## config.mk

```make
export PLATFORM = sky130hd
export DESIGN_NAME = fifo_stream_port
export DESIGN_NICKNAME = d
export VERILOG_FILES = /design/src/rtl/fifo_stream_pkg.sv /design/src/rtl/fifo_stream_dp.sv /design/src/rtl/fifo_stream_ctrl.sv /design/src/rtl/fifo_stream_port.sv
export SDC_FILE = /design/constraint.sdc
export NUM_CORES = 1
export LEC_CHECK = 0
export CAP_MARGIN = 30
export CORE_MARGIN = 2
export CORE_UTILIZATION = 30
export CTS_CLUSTER_DIAMETER = 60
export DETAILED_ROUTE_END_ITERATION = 10
export PLACE_DENSITY = 0.64
export SLEW_MARGIN = 20
export SYNTH_ARGS = -nofsm -noshare
export SYNTH_HDL_FRONTEND = slang
export SYNTH_SLANG_ARGS = --single-unit
```

## constraint.sdc

```tcl
create_clock -name clk -period 5 [get_ports clk]
set_input_delay 1.5 -clock clk [delete_from_list [all_inputs] [get_ports clk]]
set_output_delay 1.5 -clock clk [all_outputs]
set_load 0.02 [all_outputs]
```

## src/rtl/fifo_stream_pkg.sv

```systemverilog
package fifo_stream_pkg;

  typedef enum logic [2:0] {
    ST_IDLE,
    ST_FETCH,
    ST_WAIT,
    ST_LOW,
    ST_HIGH,
    ST_GIVE,
    ST_DONE
  } fs_state_t;

  typedef struct packed {
    logic loadLen;
    logic decLen;
    logic takeDma;
    logic takeFifo;
    logic clrPhase;
    logic incPhase;
  } fs_ctl_t;

endpackage

```

## src/rtl/fifo_stream_dp.sv

```systemverilog
module fifo_stream_dp
  import fifo_stream_pkg::*;
#(
  parameter int DATA_W = 8,
  parameter int LEN_W  = 8,
  parameter int PH_W   = 3
) (
  input  logic              clk,
  input  logic              rstN,
  input  fs_ctl_t           ctl,
  input  logic [LEN_W-1:0]  xferLen,
  input  logic [DATA_W-1:0] fifoDin,
  input  logic [DATA_W-1:0] dmaWrData,
  output logic [DATA_W-1:0] dataOut,
  output logic              lenZero,
  output logic [PH_W-1:0]   phase
);

  logic [LEN_W-1:0]  lenCnt;
  logic [DATA_W-1:0] dataReg;

  always_ff @(posedge clk or negedge rstN) begin
    if (!rstN) begin
      lenCnt <= '0;
    end else if (ctl.loadLen) begin
      lenCnt <= xferLen;
    end else if (ctl.decLen) begin
      lenCnt <= lenCnt - LEN_W'(1);
    end
  end

  always_ff @(posedge clk or negedge rstN) begin
    if (!rstN) begin
      dataReg <= '0;
    end else if (ctl.takeDma) begin
      dataReg <= dmaWrData;
    end else if (ctl.takeFifo) begin
      dataReg <= fifoDin;
    end
  end

  always_ff @(posedge clk or negedge rstN) begin
    if (!rstN) begin
      phase <= '0;
    end else if (ctl.clrPhase) begin
      phase <= '0;
    end else if (ctl.incPhase) begin
      phase <= phase + PH_W'(1);
    end
  end

  assign dataOut = dataReg;
  assign lenZero = (lenCnt == '0);

endmodule

```

## src/rtl/fifo_stream_ctrl.sv

```systemverilog
module fifo_stream_ctrl
  import fifo_stream_pkg::*;
#(
  parameter int LEN_W     = 8,
  parameter int PH_W      = 3,
  parameter int LOW_CLKS  = 6,
  parameter int HIGH_CLKS = 2
) (
  input  logic             clk,
  input  logic             rstN,
  input  logic             startRd,
  input  logic             startWr,
  input  logic [LEN_W-1:0] xferLen,
  input  logic             flagClrReq,
  input  logic             fifoEmpty,
  input  logic             fifoFull,
  input  logic             dmaAck,
  input  logic             lenZero,
  input  logic [PH_W-1:0]  phase,
  output fs_ctl_t          ctl,
  output logic             rdStrobeN,
  output logic             wrStrobeN,
  output logic             dmaReq,
  output logic             dmaToMem,
  output logic             pktEnd,
  output logic             flagClr,
  output logic             flagErr
);

  localparam logic [PH_W-1:0] LOW_LAST  = PH_W'(LOW_CLKS - 1);
  localparam logic [PH_W-1:0] HIGH_LAST = PH_W'(HIGH_CLKS - 1);

  fs_state_t state, stateNext;
  logic      dirRd, dirRdNext;
  logic      blocked;

  assign blocked = dirRd ? fifoEmpty : fifoFull;

  always_comb begin
    stateNext = state;
    dirRdNext = dirRd;
    ctl       = '0;
    unique case (state)
      ST_IDLE: begin
        if (startRd || startWr) begin
          dirRdNext = startRd;
          if (xferLen == '0) begin
            stateNext = ST_DONE;
          end else begin
            ctl.loadLen = 1'b1;
            stateNext   = startRd ? ST_WAIT : ST_FETCH;
          end
        end
      end
      ST_FETCH: begin
        if (dmaAck) begin
          ctl.takeDma = 1'b1;
          stateNext   = ST_WAIT;
        end
      end
      ST_WAIT: begin
        if (!blocked) begin
          ctl.clrPhase = 1'b1;
          stateNext    = ST_LOW;
        end
      end
      ST_LOW: begin
        if (phase == LOW_LAST) begin
          ctl.clrPhase = 1'b1;
          ctl.decLen   = 1'b1;
          ctl.takeFifo = dirRd;
          stateNext    = ST_HIGH;
        end else begin
          ctl.incPhase = 1'b1;
        end
      end
      ST_HIGH: begin
        if (phase == HIGH_LAST) begin
          if (dirRd)        stateNext = ST_GIVE;
          else if (lenZero) stateNext = ST_DONE;
          else              stateNext = ST_FETCH;
        end else begin
          ctl.incPhase = 1'b1;
        end
      end
      ST_GIVE: begin
        if (dmaAck) stateNext = lenZero ? ST_DONE : ST_WAIT;
      end
      ST_DONE:  stateNext = ST_IDLE;
      default:  stateNext = ST_IDLE;
    endcase
  end

  always_ff @(posedge clk or negedge rstN) begin
    if (!rstN) begin
      state   <= ST_IDLE;
      dirRd   <= 1'b0;
      flagClr <= 1'b0;
      flagErr <= 1'b0;
    end else begin
      state   <= stateNext;
      dirRd   <= dirRdNext;
      flagClr <= flagClrReq && (state == ST_IDLE);
      flagErr <= flagClrReq && (state != ST_IDLE);
    end
  end

  assign rdStrobeN = !((state == ST_LOW) && dirRd);
  assign wrStrobeN = !((state == ST_LOW) && !dirRd);
  assign dmaReq    = (state == ST_FETCH) || (state == ST_GIVE);
  assign dmaToMem  = dirRd;
  assign pktEnd    = (state == ST_DONE);

endmodule

```

## src/rtl/fifo_stream_port.sv

```systemverilog
module fifo_stream_port
  import fifo_stream_pkg::*;
#(
  parameter int DATA_W    = 8,
  parameter int LEN_W     = 8,
  parameter int CYC_CLKS  = 8,
  parameter int HIGH_CLKS = 2
) (
  input  logic              clk,
  input  logic              rstN,
  input  logic              startRd,
  input  logic              startWr,
  input  logic [LEN_W-1:0]  xferLen,
  input  logic              flagClrReq,
  input  logic [DATA_W-1:0] fifoDin,
  input  logic              fifoEmpty,
  input  logic              fifoFull,
  output logic              fifoRdN,
  output logic              fifoWrN,
  output logic [DATA_W-1:0] fifoDout,
  output logic              flagClr,
  output logic              flagErr,
  output logic              dmaReq,
  input  logic              dmaAck,
  output logic              dmaToMem,
  output logic [DATA_W-1:0] dmaRdData,
  input  logic [DATA_W-1:0] dmaWrData,
  output logic              pktEnd
);

  localparam int LOW_CLKS = CYC_CLKS - HIGH_CLKS;
  localparam int PH_W     = (CYC_CLKS > 2) ? $clog2(CYC_CLKS) : 1;

  fs_ctl_t           ctl;
  logic              lenZero;
  logic [PH_W-1:0]   phase;
  logic [DATA_W-1:0] dataOut;

  fifo_stream_ctrl #(
    .LEN_W(LEN_W), .PH_W(PH_W), .LOW_CLKS(LOW_CLKS), .HIGH_CLKS(HIGH_CLKS)
  ) u_ctrl (
    .clk(clk), .rstN(rstN), .startRd(startRd), .startWr(startWr),
    .xferLen(xferLen), .flagClrReq(flagClrReq), .fifoEmpty(fifoEmpty),
    .fifoFull(fifoFull), .dmaAck(dmaAck), .lenZero(lenZero), .phase(phase),
    .ctl(ctl), .rdStrobeN(fifoRdN), .wrStrobeN(fifoWrN), .dmaReq(dmaReq),
    .dmaToMem(dmaToMem), .pktEnd(pktEnd), .flagClr(flagClr), .flagErr(flagErr)
  );

  fifo_stream_dp #(
    .DATA_W(DATA_W), .LEN_W(LEN_W), .PH_W(PH_W)
  ) u_dp (
    .clk(clk), .rstN(rstN), .ctl(ctl), .xferLen(xferLen), .fifoDin(fifoDin),
    .dmaWrData(dmaWrData), .dataOut(dataOut), .lenZero(lenZero), .phase(phase)
  );

  assign fifoDout  = dataOut;
  assign dmaRdData = dataOut;

endmodule

```

Yosys cells after proc, flatten, opt, wreduce, memory -nomap -nowiden --
Index checks and enable logic that the tools add are counted.
Storage, ports and cells: output and inout port bits 23, word-level logic and storage cells 74, flip-flop bits (word level) 25, input bits 32
Operators by class: reductions and logical operators 18, equal/unequal tests 14, add/sub/neg operators 2, mux-type cells 33
Operators with widths (count):
- 3-bit 2-to-1 mux | 12
- 8-bit 2-to-1 mux | 4
- 3-bit one-hot mux with 6 select lines | 1
- 8-bit zero test | 2
- 3-bit equality test, second input constant | 4
- 1-bit 2-to-1 mux | 12
- 8-bit by 1-bit subtractor with 8-bit output, second input constant | 1
- 3-bit by 1-bit equality test with 1-bit output, second input constant | 2
- 3-bit by 2-bit equality test with 1-bit output, second input constant | 2
- 2-bit by 1-bit != test with 1-bit output, second input constant | 3
- 2-bit != test, second input constant | 3
- 6-bit AND reduction | 1
- 2-bit nonzero test | 3
- 1-bit logical AND | 4
- 2-bit 2-to-1 mux | 2
- 1-bit one-hot mux with 2 select lines | 2
- 3-bit by 1-bit adder with 3-bit output, second input constant | 1
- 1-bit zero test | 3
- 3-bit zero test | 1
- 3-bit nonzero test | 1
- 1-bit logical OR | 2
- 2-bit AND reduction | 1

Longest topological paths before layout --
Gate-level depths: netlist of the first run.
word-level depth 5, gate-level depth with buffers 7, gate-level depth less buffers 7

Modules after synthesis --
Synthesis of the first run repeated with hierarchy kept, for this count alone.
Second synthesis, totals: cells, all modules 162, area total of the unflattened synthesis 1531.5 sq um
Modules (own cells, without submodules):
- fifo_stream_dp | seq. area each 475.5 sq um, cells each 95, instances 1, area each 969.7 sq um
- fifo_stream_ctrl | seq. area each 150.1 sq um, cells each 59, instances 1, area each 501.7 sq um
- fifo_stream_port | seq. area each 0.0 sq um, cells each 8, instances 1, area each 60.1 sq um

Worst setup path before layout of the first run --
No wires, ideal clock.
path kind in2reg, from in xferLen[4], to reg u_dp.lenCnt[4], library setup time 0.125 ns, data arrival time 2.661 ns, slack 2.214 ns, stages 4, cell sequence or4_1 -> nor2_1 -> and2b_1 -> mux2_2
On the way: cells in the longest elaborated chain, start to end 5, elaborated cells on any way between the ends 6
RTL lines:
- start, declared | RTL line fifo_stream_port.sv:13 | input logic [LEN_W-1:0] xferLen,
- 8-bit zero test | RTL line fifo_stream_ctrl.sv:47 | if (xferLen == '0) begin
- 1-bit 2-to-1 mux | RTL line fifo_stream_ctrl.sv:47
- 1-bit 2-to-1 mux | RTL line fifo_stream_ctrl.sv:45 | if (startRd || startWr) begin
- 1-bit 2-to-1 mux | RTL line fifo_stream_ctrl.sv:43 | unique case (state)
- 8-bit 2-to-1 mux or 2-bit nonzero test (tied branches)
- end signal, assigned | RTL line fifo_stream_dp.sv:26 | lenCnt <= xferLen;
- end signal, assigned | RTL line fifo_stream_dp.sv:28 | lenCnt <= lenCnt - LEN_W'(1);
- end, declared | RTL line fifo_stream_dp.sv:19 | logic [LEN_W-1:0] lenCnt;
Several ways; a longest one is shown, not always the timed one. A chain may end at the register's enable or synchronous reset.

Final worst setup path of the first run --
from reg u_ctrl.state[1], to out fifoRdN
On the way: cells in the longest elaborated chain, start to end 3
RTL lines:
- start, declared | RTL line fifo_stream_ctrl.sv:33 | fs_state_t state, stateNext;
- start signal, assigned | RTL line fifo_stream_ctrl.sv:101 | state <= stateNext;
- 3-bit by 2-bit equality test with 1-bit output | RTL line fifo_stream_ctrl.sv:108 | assign rdStrobeN = !((state == ST_LOW) && dirRd);
- 1-bit logical AND | RTL line fifo_stream_ctrl.sv:108
- 1-bit zero test | RTL line fifo_stream_ctrl.sv:108
- end, declared | RTL line fifo_stream_port.sv:18 | output logic fifoRdN,
Every way passes these cells.

==> results.sh, run 1 <==
export IMPL_first_pass_iters=4
export IMPL_synthTopCellsByArea="dfrtp_1 (42%), mux2i_1 (6.1%), a21oi_1 (4.1%)"
export IMPL_drt_wl_total_um=3360
export IMPL_cp_data_arrival_time_ns=1.75
export IMPL_report_final_slew_viol_count=0
export IMPL_post_cts_buffers=0
export IMPL_htree_levels=1
export IMPL_ys_seq_area_share_pct=42.4
export IMPL_drt_iter0_markers=22
export IMPL_slew_headroom_pct=56.2
export IMPL_areaGrowthSynthToFinish_pct=41.7
export IMPL_wl_per_cell_um=12.5
export IMPL_fin_nets=238
export IMPL_max_stage_delay_ns=0.62
export IMPL_min_to="u_dp.lenCnt[2]"
export IMPL_cts_root_buf="clkbuf_8"
export IMPL_crit_type="reg -> out"
export IMPL_io_pin_count=55
export IMPL_synth_seq_cells=25
export IMPL_cts_hold_buf=0
export IMPL_netlist_instances=154
export IMPL_run_status="completed"
export IMPL_io_buffer_count=54
export IMPL_die_h_um=74.1
export IMPL_yosysTopAreaCell="dfrtp_1"
export IMPL_hold_depth=1
export IMPL_leakagePower_nw=0.814
export IMPL_drv_cap=0
export IMPL_syn_num_nets=189
export IMPL_finClkSkew_ns=0.0142
export IMPL_grt_pass1_wl_um=5510
export IMPL_holdWs_ns=0.534
export IMPL_slowest_stage="clkdlybuf4s50_1"
export IMPL_cp_required_ns=3.50
export IMPL_ys_warn_count=0
export IMPL_finalSetupTns_ns=0
export IMPL_grt_overflow=0
export IMPL_yosysUniqueCellTypes=43
export IMPL_syn_area_um2=1470
export IMPL_final_min_clock_period_ns=3.25
export IMPL_vdd_ir_drop_max_v=0.000184
export IMPL_clkTransAtPathRegs_ns=0.10
export IMPL_placementRows=25
export IMPL_reg2reg_slack_ns=2.80
export IMPL_synth_top_cell_area_share_pct=42.4
export IMPL_grt_pass1_vias=1184
export IMPL_critical_path_reg2reg_startpoint="u_ctrl.state[0]"
export IMPL_viasPerCell=4.72
export IMPL_die_area_um2=5490
export IMPL_clock_latency_ns=0.27
export IMPL_start_util_pct=31.2
export IMPL_max_clock_freq_ghz=0.308
export IMPL_synth_async_reset_ratio_pct=100
export IMPL_final_layout_size_suffix_gt1_share_pct=7.92
export IMPL_ys_flop_type="dfrtp_1"
export IMPL_worst_r2r_path_depth=5
export IMPL_nFillCells=470
export IMPL_cts_resized=0
export IMPL_diodes=0
export IMPL_cts_buffers_inserted=3
export IMPL_antenna_found_initial=0
export IMPL_post_synth_top_count_cell="dfrtp_1"
export IMPL_cts_sinks=25
export IMPL_gp_congestion=0.778
export IMPL_end_kind="output port"
export IMPL_crit_path_start_kind="register"
export IMPL_synth_avg_cell_area_um2=9.57
export IMPL_synth_commonest_cells="dfrtp_1 (25), nor2_1 (15), a21oi_1 (12)"
export IMPL_cts_buffer_depth=2
export IMPL_synth_edf_count=0
export IMPL_ant_nets=0
export IMPL_hp_class="reg -> reg"
export IMPL_drc=0
export IMPL_cp_cell_sequence="and3b_1, nand2_1, clkdlybuf4s50_1"
export IMPL_worstHoldStart="u_dp.lenCnt[2]"
export IMPL_r2r_end="u_dp.lenCnt[4]"
export IMPL_grt_util_all_layers_pct=12.9
export IMPL_rsz0062_at_grt="false"
export IMPL_cts_tree="done"
export IMPL_tightestPinTransition_ns=0.640
export IMPL_power_density_nw_per_um2=532
export IMPL_period_share_pct=65.0
export IMPL_setup_viol=0
export IMPL_dp_final_hpwl_um=2710
export IMPL_hold_violations=0
export IMPL_core_area_um2=4720
export IMPL_dieWidth_um=74.1
export IMPL_via_count=1269
export IMPL_grt_max_degree=17
export IMPL_critPathMaxFanout=13
-- critical path, delay by kind of cell, from the launching register on --
kind,cells,cell delay (ns)
buffers and inverters,1,0.62
AND/OR/NAND/NOR,2,0.36
flip-flops,1,0.51
-- worst max path at each step --
| stage | from | end | slack, ns |
|---|---|---|---|
| 2_1_floorplan | xferLen[4] | u_dp.lenCnt[4] | 2.21 |
| 3_3_place_gp | xferLen[4] | u_dp.lenCnt[4] | 1.69 |
| 3_5_place_dp | xferLen[0] | u_dp.lenCnt[4] | 1.66 |
| 4_1_cts | u_ctrl.state[1] | fifoRdN | 1.74 |
| 5_1_grt | u_ctrl.state[0] | fifoRdN | 1.61 |
| 6_report | u_ctrl.state[1] | fifoRdN | 1.75 |
-- area by class of cell --
class,count,area [um2],share of cell area [%]
Inverter,5,18.8,0.899
Clock inverter,1,5.00,0.240
Timing Repair Buffer,57,568,27.2
Sequential cell,25,626,30.0
Tap cell,67,83.8,4.01
Clock buffer,3,41.3,1.98
Multi-Input combinational cell,111,746,35.7
-- power by group --
part,leakage (nW),internal [W],switching (W)
Combinational,0.489,0.000304,0.000291
Clock,0.0255,0.0000557,0.0000647
Sequential,0.300,0.000294,0.000101
Total,0.814,0.000654,0.000456
-- kinds of logic (layout without fill, tap and decap cells) --
group	count (synthesis)	in the layout	share of synthesized area, %
fa+ha+maj	3	3	2.55
compound gates	33	33	14.8
mux	11	11	7.64
simple gates	57	57	21.5
xor+xnor	7	7	4.16
buf+inv	18	66	6.96
flops	25	25	42.4
-- layout by cell type, fill, tap and decap left out, drive strengths merged, types with 2 or more instances in the layout --
master         Yosys  routed
clkdlybuf4s50      0      54
dfrtp             25      25
nor2              15      15
a21oi             12      12
nand2             11      11
mux2i              9       9
o21ai              8       8
xnor2              6       6
or3                6       6
inv                5       5
or4                5       5
nand2b             4       4
nor2b              3       3
o211ai             3       3
ha                 3       3
clkbuf             0       3
nor3               3       3
buf               13       3
and3b              2       2
mux2               2       2
and3               2       2
a22o               2       2
-- sequential cells by signal, summed over array words and instances (netlist names) --
name	cells
u_ctrl.state	3
u_ctrl.dmaToMem	1
u_dp.dataOut	8
u_dp.phase	3
u_ctrl.flagErr	1
u_ctrl.flagClr	1
u_dp.lenCnt	8
-- stage by stage --
stage                     cell area, um2  setup slack (ns)  total power, W  util, %  cells
final                               2090              1.75         0.00111     44.2    269
after global routing                2090              1.61         0.00120     44.2    269
after CTS                           2080              1.74         0.00112     44.1    268
after detailed placement            2040              1.66         0.00100     43.1    264
after global placement              2020              1.69        0.000990     42.8    263
after floorplan                     1470              2.21        0.000788        -    154
-- routing by layer --
| layer | track usage (%) | vias to the layer above | part of all wire [%] |
|---|---|---|---|
| li1 | - | 631 | - |
| met1 | 17.1 | 585 | 45 |
| met2 | 21.0 | 49 | 44 |
| met3 | 2.98 | 4 | 9.6 |
| met4 | 3.64 | 0 | 1.0 |
| met5 | 0 | - | 0 |
No activity file was read; power rests on OpenSTA's default activity.
==> run 2: changes to the inputs <==
clock period = 3 ns   (was 5 ns; I/O delays follow)
==> run 2 against run 1 <==
Combinational power grew 67%. First-iteration DRC count is the same. Setup slack lost 1.5 ns. Critical path depth is the same. Register-to-register slack lost 1.9 ns. Critical endpoint unchanged. Largest power group unchanged.
==> results.sh, run 2 (synthesis gave the netlist of run 1 again) <==
export IMPL_nFillCells=479
export IMPL_tightestPinTransition_ns=0.622
export IMPL_drt_iter0_markers=22
export IMPL_die_h_um=74.1
export IMPL_r2r_end="u_dp.lenCnt[2]"
export IMPL_start_util_pct=31.2
export IMPL_endpoint="fifoRdN"
export IMPL_diodes=0
export IMPL_setup_viol=0
export IMPL_fin_nets=238
export IMPL_final_common_cell="clkdlybuf4s50_1"
export IMPL_io_pin_count=55
export IMPL_critPathMaxFanout=13
export IMPL_end_kind="output port"
export IMPL_dieWidth_um=74.1
export IMPL_cts_buffer_depth=2
export IMPL_hold_depth=1
export IMPL_grt_pass1_wl_um=5460
export IMPL_hp_class="reg -> reg"
export IMPL_drv_cap=0
export IMPL_reg2reg_slack_ns=0.86
export IMPL_multi_input_area_um2=749
export IMPL_seq_area_um2=626
export IMPL_dp_final_hpwl_um=2650
export IMPL_first_pass_iters=4
export IMPL_ant_nets=0
export IMPL_leakagePower_nw=0.816
export IMPL_critical_path_reg2reg_startpoint="u_ctrl.state[1]"
export IMPL_grt_overflow=0
export IMPL_crit_path_start_kind="register"
export IMPL_post_cts_buffers=0
export IMPL_io_buffer_count=54
export IMPL_final_core_util_pct=44.2
export IMPL_antenna_found_initial=0
export IMPL_critPathLaunch="u_ctrl.state[1]"
export IMPL_placementRows=25
export IMPL_cp_required_ns=2.10
export IMPL_die_area_um2=5490
export IMPL_crit_type="reg -> out"
export IMPL_grt_util_all_layers_pct=12.8
export IMPL_drt_wl_total_um=3450
export IMPL_cts_resized=0
export IMPL_cp_data_arrival_time_ns=1.81
export IMPL_cts_root_buf="clkbuf_8"
export IMPL_areaGrowthSynthToFinish_pct=41.6
export IMPL_clkTransAtPathRegs_ns=0.09
export IMPL_final_min_clock_period_ns=2.71
export IMPL_run_status="completed"
export IMPL_cts_hold_buf=0
export IMPL_wl_per_cell_um=12.8
export IMPL_worst_r2r_path_depth=5
export IMPL_period_share_pct=90.3
export IMPL_final_cell_mix="clkdlybuf4s50_1 (54), dfrtp_1 (25), nor2_1 (15)"
export IMPL_slew_headroom_pct=57.5
export IMPL_max_clock_freq_ghz=0.369
export IMPL_drc=0
export IMPL_power_density_nw_per_um2=892
export IMPL_core_area_um2=4720
export IMPL_vdd_ir_drop_max_v=0.000288
export IMPL_report_final_slew_viol_count=0
export IMPL_finClkSkew_ns=0.00313
export IMPL_htree_levels=1
export IMPL_finalSetupTns_ns=0
export IMPL_cts_sinks=25
export IMPL_worstHoldStart="u_dp.lenCnt[0]"
export IMPL_grt_pass1_vias=1152
export IMPL_gp_congestion=0.802
export IMPL_clock_latency_ns=0.27
export IMPL_grt_max_degree=26
export IMPL_cts_buffers_inserted=3
export IMPL_hold_violations=0
export IMPL_final_layout_size_suffix_gt1_share_pct=8.42
export IMPL_viasPerCell=4.80
export IMPL_cts_tree="done"
export IMPL_rsz0062_at_grt="false"
export IMPL_via_count=1292
[run 2: cell count changes in the layout (fill, tap and decap cells not counted)]
cell / before / now
buf_2: 1 / 0
o21bai_1: 1 / 0
buf_4: 1 / 3
o21bai_2: 0 / 1
buf_8: 1 / 0
[run 2: through the flow]
step	power [W]	setup slack (ns)	hold WS, ns	instance area (um2)	cells
after floorplan	0.00131	0.814	0.484	1470	154
after global placement	0.00165	0.281	0.517	2040	265
after detailed placement	0.00167	0.252	0.527	2040	265
after CTS	0.00188	0.308	0.548	2080	269
after global routing	0.00200	0.197	0.571	2090	269
final	0.00186	0.292	0.546	2090	269
[run 2: power by group]
| part | switching (W) | internal (W) |
|---|---|---|
| clock | 0.000112 | 0.0000930 |
| combinational | 0.000485 | 0.000507 |
| sequential | 0.000174 | 0.000490 |
[run 2: critical path: stages, from the launching register on]
cell	delay, ns
dfrtp_1	0.53
and3b_1	0.28
nand2_1	0.10
clkdlybuf4s50_1	0.62
[run 2: worst min-delay path by stage]
stage / endpoint
global placement: u_dp.lenCnt[0]
floorplan: u_dp.lenCnt[2]
detailed placement: u_dp.lenCnt[2]
CTS: u_dp.lenCnt[2]
finish: u_dp.lenCnt[0]
global route: u_dp.lenCnt[0]
[run 2: area by class of cell]
| cell class | count | share of cell area, % |
|---|---|---|
| timing repair buffer | 57 | 27.0 |
| inverter | 5 | 0.899 |
| clock inverter | 1 | 0.240 |
| tap | 67 | 4.02 |
| multi-input combinational | 111 | 35.9 |
| sequential | 25 | 30.0 |
| clock buffer | 3 | 1.98 |
[run 2: routing by layer]
metal	GRT usage (%)	wire length, um	up-vias
met3	1.90	273	4
met2	20.4	1440	51
met5	0	0	-
met4	3.64	36	0
li1	-	-	634
met1	18.1	1700	603
==> run 3: changes to the inputs <==
CELL_PAD_IN_SITES_DETAIL_PLACEMENT = 2   (was not set)
CELL_PAD_IN_SITES_GLOBAL_PLACEMENT = 2   (was not set)
CORE_UTILIZATION = 25   (was 30)
PLACE_DENSITY = 0.84   (was 0.64)
==> run 3 against run 2 <==
Global-route usage up 0.94 points. Flip-flop and latch count unchanged. Utilization down 6.7 points. Critical path depth unchanged. Non-clock buffer count up 1. Die area up 19%. Clock skew up 0.0046 ns. Largest cell class unchanged.
==> results.sh, run 3 (synthesis gave the netlist of run 1 again) <==
export IMPL_run_status="completed"
export IMPL_placementRows=27
export IMPL_worstHoldStart="u_dp.lenCnt[2]"
export IMPL_comb_power_share_pct=53.5
export IMPL_dp_worst_setup_slack_ns=0.190
export IMPL_die_h_um=80.8
export IMPL_grt_util_all_layers_pct=13.8
export IMPL_slew_headroom_pct=47.8
export IMPL_antenna_found_initial=0
export IMPL_drt_wl_total_um=4230
export IMPL_hold_violations=0
export IMPL_report_final_slew_viol_count=0
export IMPL_grt_use_met2_pct=23.0
export IMPL_wl_per_cell_um=15.4
export IMPL_clkTransAtPathRegs_ns=0.10
export IMPL_grtUsageMet1_pct=18.5
export IMPL_die_area_um2=6530
export IMPL_seq_area_um2=626
export IMPL_fin_nets=239
export IMPL_grt_pass1_vias=1412
export IMPL_final_layout_size_suffix_gt1_share_pct=8.37
export IMPL_critPathLaunch="u_ctrl.state[0]"
export IMPL_cts_resized=0
export IMPL_io_pin_count=55
export IMPL_p_clk_share_pct=11.2
export IMPL_start_util_pct=26.3
export IMPL_finalSetupTns_ns=0
export IMPL_areaGrowthSynthToFinish_pct=42.4
export IMPL_endpoint="fifoRdN"
export IMPL_drt_iter0_markers=55
export IMPL_htree_levels=1
export IMPL_p_seq_share_pct=35.3
export IMPL_setup_viol=0
export IMPL_grt_pass1_wl_um=6920
export IMPL_cts_root_buf="clkbuf_8"
export IMPL_critical_path_reg2reg_startpoint="u_ctrl.state[1]"
export IMPL_period_share_pct=91.9
export IMPL_post_cts_buffers=0
export IMPL_multi_input_area_um2=746
export IMPL_globalRoute_busiestLayer="met2"
export IMPL_via_count=1336
export IMPL_critPathMaxFanout=14
export IMPL_worst_r2r_path_depth=5
export IMPL_drc=0
export IMPL_ant_nets=0
export IMPL_rsz0062_at_grt="false"
export IMPL_clock_latency_ns=0.27
export IMPL_layout_setup_ws_ns=0.243
export IMPL_grt_max_degree=26
export IMPL_cts_hold_buf=0
export IMPL_crit_type="reg -> out"
export IMPL_final_cell_mix="clkdlybuf4s50_1 (54), dfrtp_1 (25), nor2_1 (15)"
export IMPL_p_sw_w=0.000806
export IMPL_total_power_w=0.00190
export IMPL_drv_cap=0
export IMPL_cp_data_arrival_time_ns=1.86
export IMPL_vdd_ir_drop_max_v=0.000318
export IMPL_tightestPinTransition_ns=0.763
export IMPL_cp_required_ns=2.10
export IMPL_crit_path_start_kind="register"
export IMPL_swShare_pct=42.4
export IMPL_first_pass_iters=4
export IMPL_cts_buffers_inserted=3
export IMPL_reg2reg_slack_ns=0.79
export IMPL_leakagePower_nw=0.813
export IMPL_dieWidth_um=80.8
export IMPL_end_kind="output port"
export IMPL_core_area_um2=5610
export IMPL_io_buffer_count=54
export IMPL_finClkSkew_ns=0.00770
export IMPL_hp_class="reg -> reg"
export IMPL_diodes=0
export IMPL_final_common_cell="clkdlybuf4s50_1"
export IMPL_viasPerCell=4.86
export IMPL_r2r_end="u_dp.lenCnt[2]"
export IMPL_nFillCells=628
export IMPL_grt_use_met3_pct=2.33
export IMPL_internal_power_w=0.00110
export IMPL_cts_tree="done"
export IMPL_grt_overflow=0
export IMPL_final_min_clock_period_ns=2.76
export IMPL_cts_sinks=25
export IMPL_power_density_nw_per_um2=905
export IMPL_dp_final_hpwl_um=3260
export IMPL_gp_congestion=0.710
export IMPL_max_clock_freq_ghz=0.363
export IMPL_cts_buffer_depth=2
-- run 3: area by class of cell --
class                   count  area share (%)
multi-input cells         111            35.5
flip-flops and latches     25            29.8
repair buffers             58            27.2
well taps                  72            4.29
clock buffers               3            1.97
inverters                   5           0.894
clock inverters             1           0.358
-- run 3: stage by stage --
step	cell area [um2]	utilization, %	hold WS (ns)	cells
floorplan	1470	-	0.484	154
global placement	2040	36.4	0.509	270
detailed placement	2050	36.6	0.516	271
CTS	2100	37.4	0.541	275
global route	2100	37.4	0.580	275
finish	2100	37.4	0.536	275
-- run 3: worst min-delay path by stage --
stage / to / depth (start not counted)
after floorplan: u_dp.lenCnt[2] / 1
after global placement: u_dp.lenCnt[2] / 1
after detailed placement: u_dp.lenCnt[2] / 1
after CTS: u_dp.lenCnt[2] / 1
after global routing: u_dp.lenCnt[2] / 1
final: u_dp.lenCnt[2] / 1
-- run 3: routing by layer --
| layer | part of all wire [%] | up-vias |
|---|---|---|
| li1 | - | 633 |
| met1 | 49 | 655 |
| met2 | 45 | 46 |
| met3 | 5.4 | 2 |
| met4 | 0.64 | 0 |
| met5 | 0 | - |
-- run 3: power by group through the flow --
| stage | combinational [W] | clock, W | sequential (W) |
|---|---|---|---|
| 2_1_floorplan | 0.000624 | 0 | 0.000690 |
| 3_3_place_gp | 0.000996 | 0 | 0.000667 |
| 3_5_place_dp | 0.00103 | 0 | 0.000675 |
| 4_1_cts | 0.00104 | 0.000221 | 0.000671 |
| 5_1_grt | 0.00112 | 0.000231 | 0.000700 |
| 6_report | 0.00102 | 0.000213 | 0.000671 |
-- run 3: worst max-delay path: stages (launching register included) --
cell and delay [ns]:
dfrtp_1 0.63, and3b_1 0.30, nand2_1 0.09, clkdlybuf4s50_1 0.57
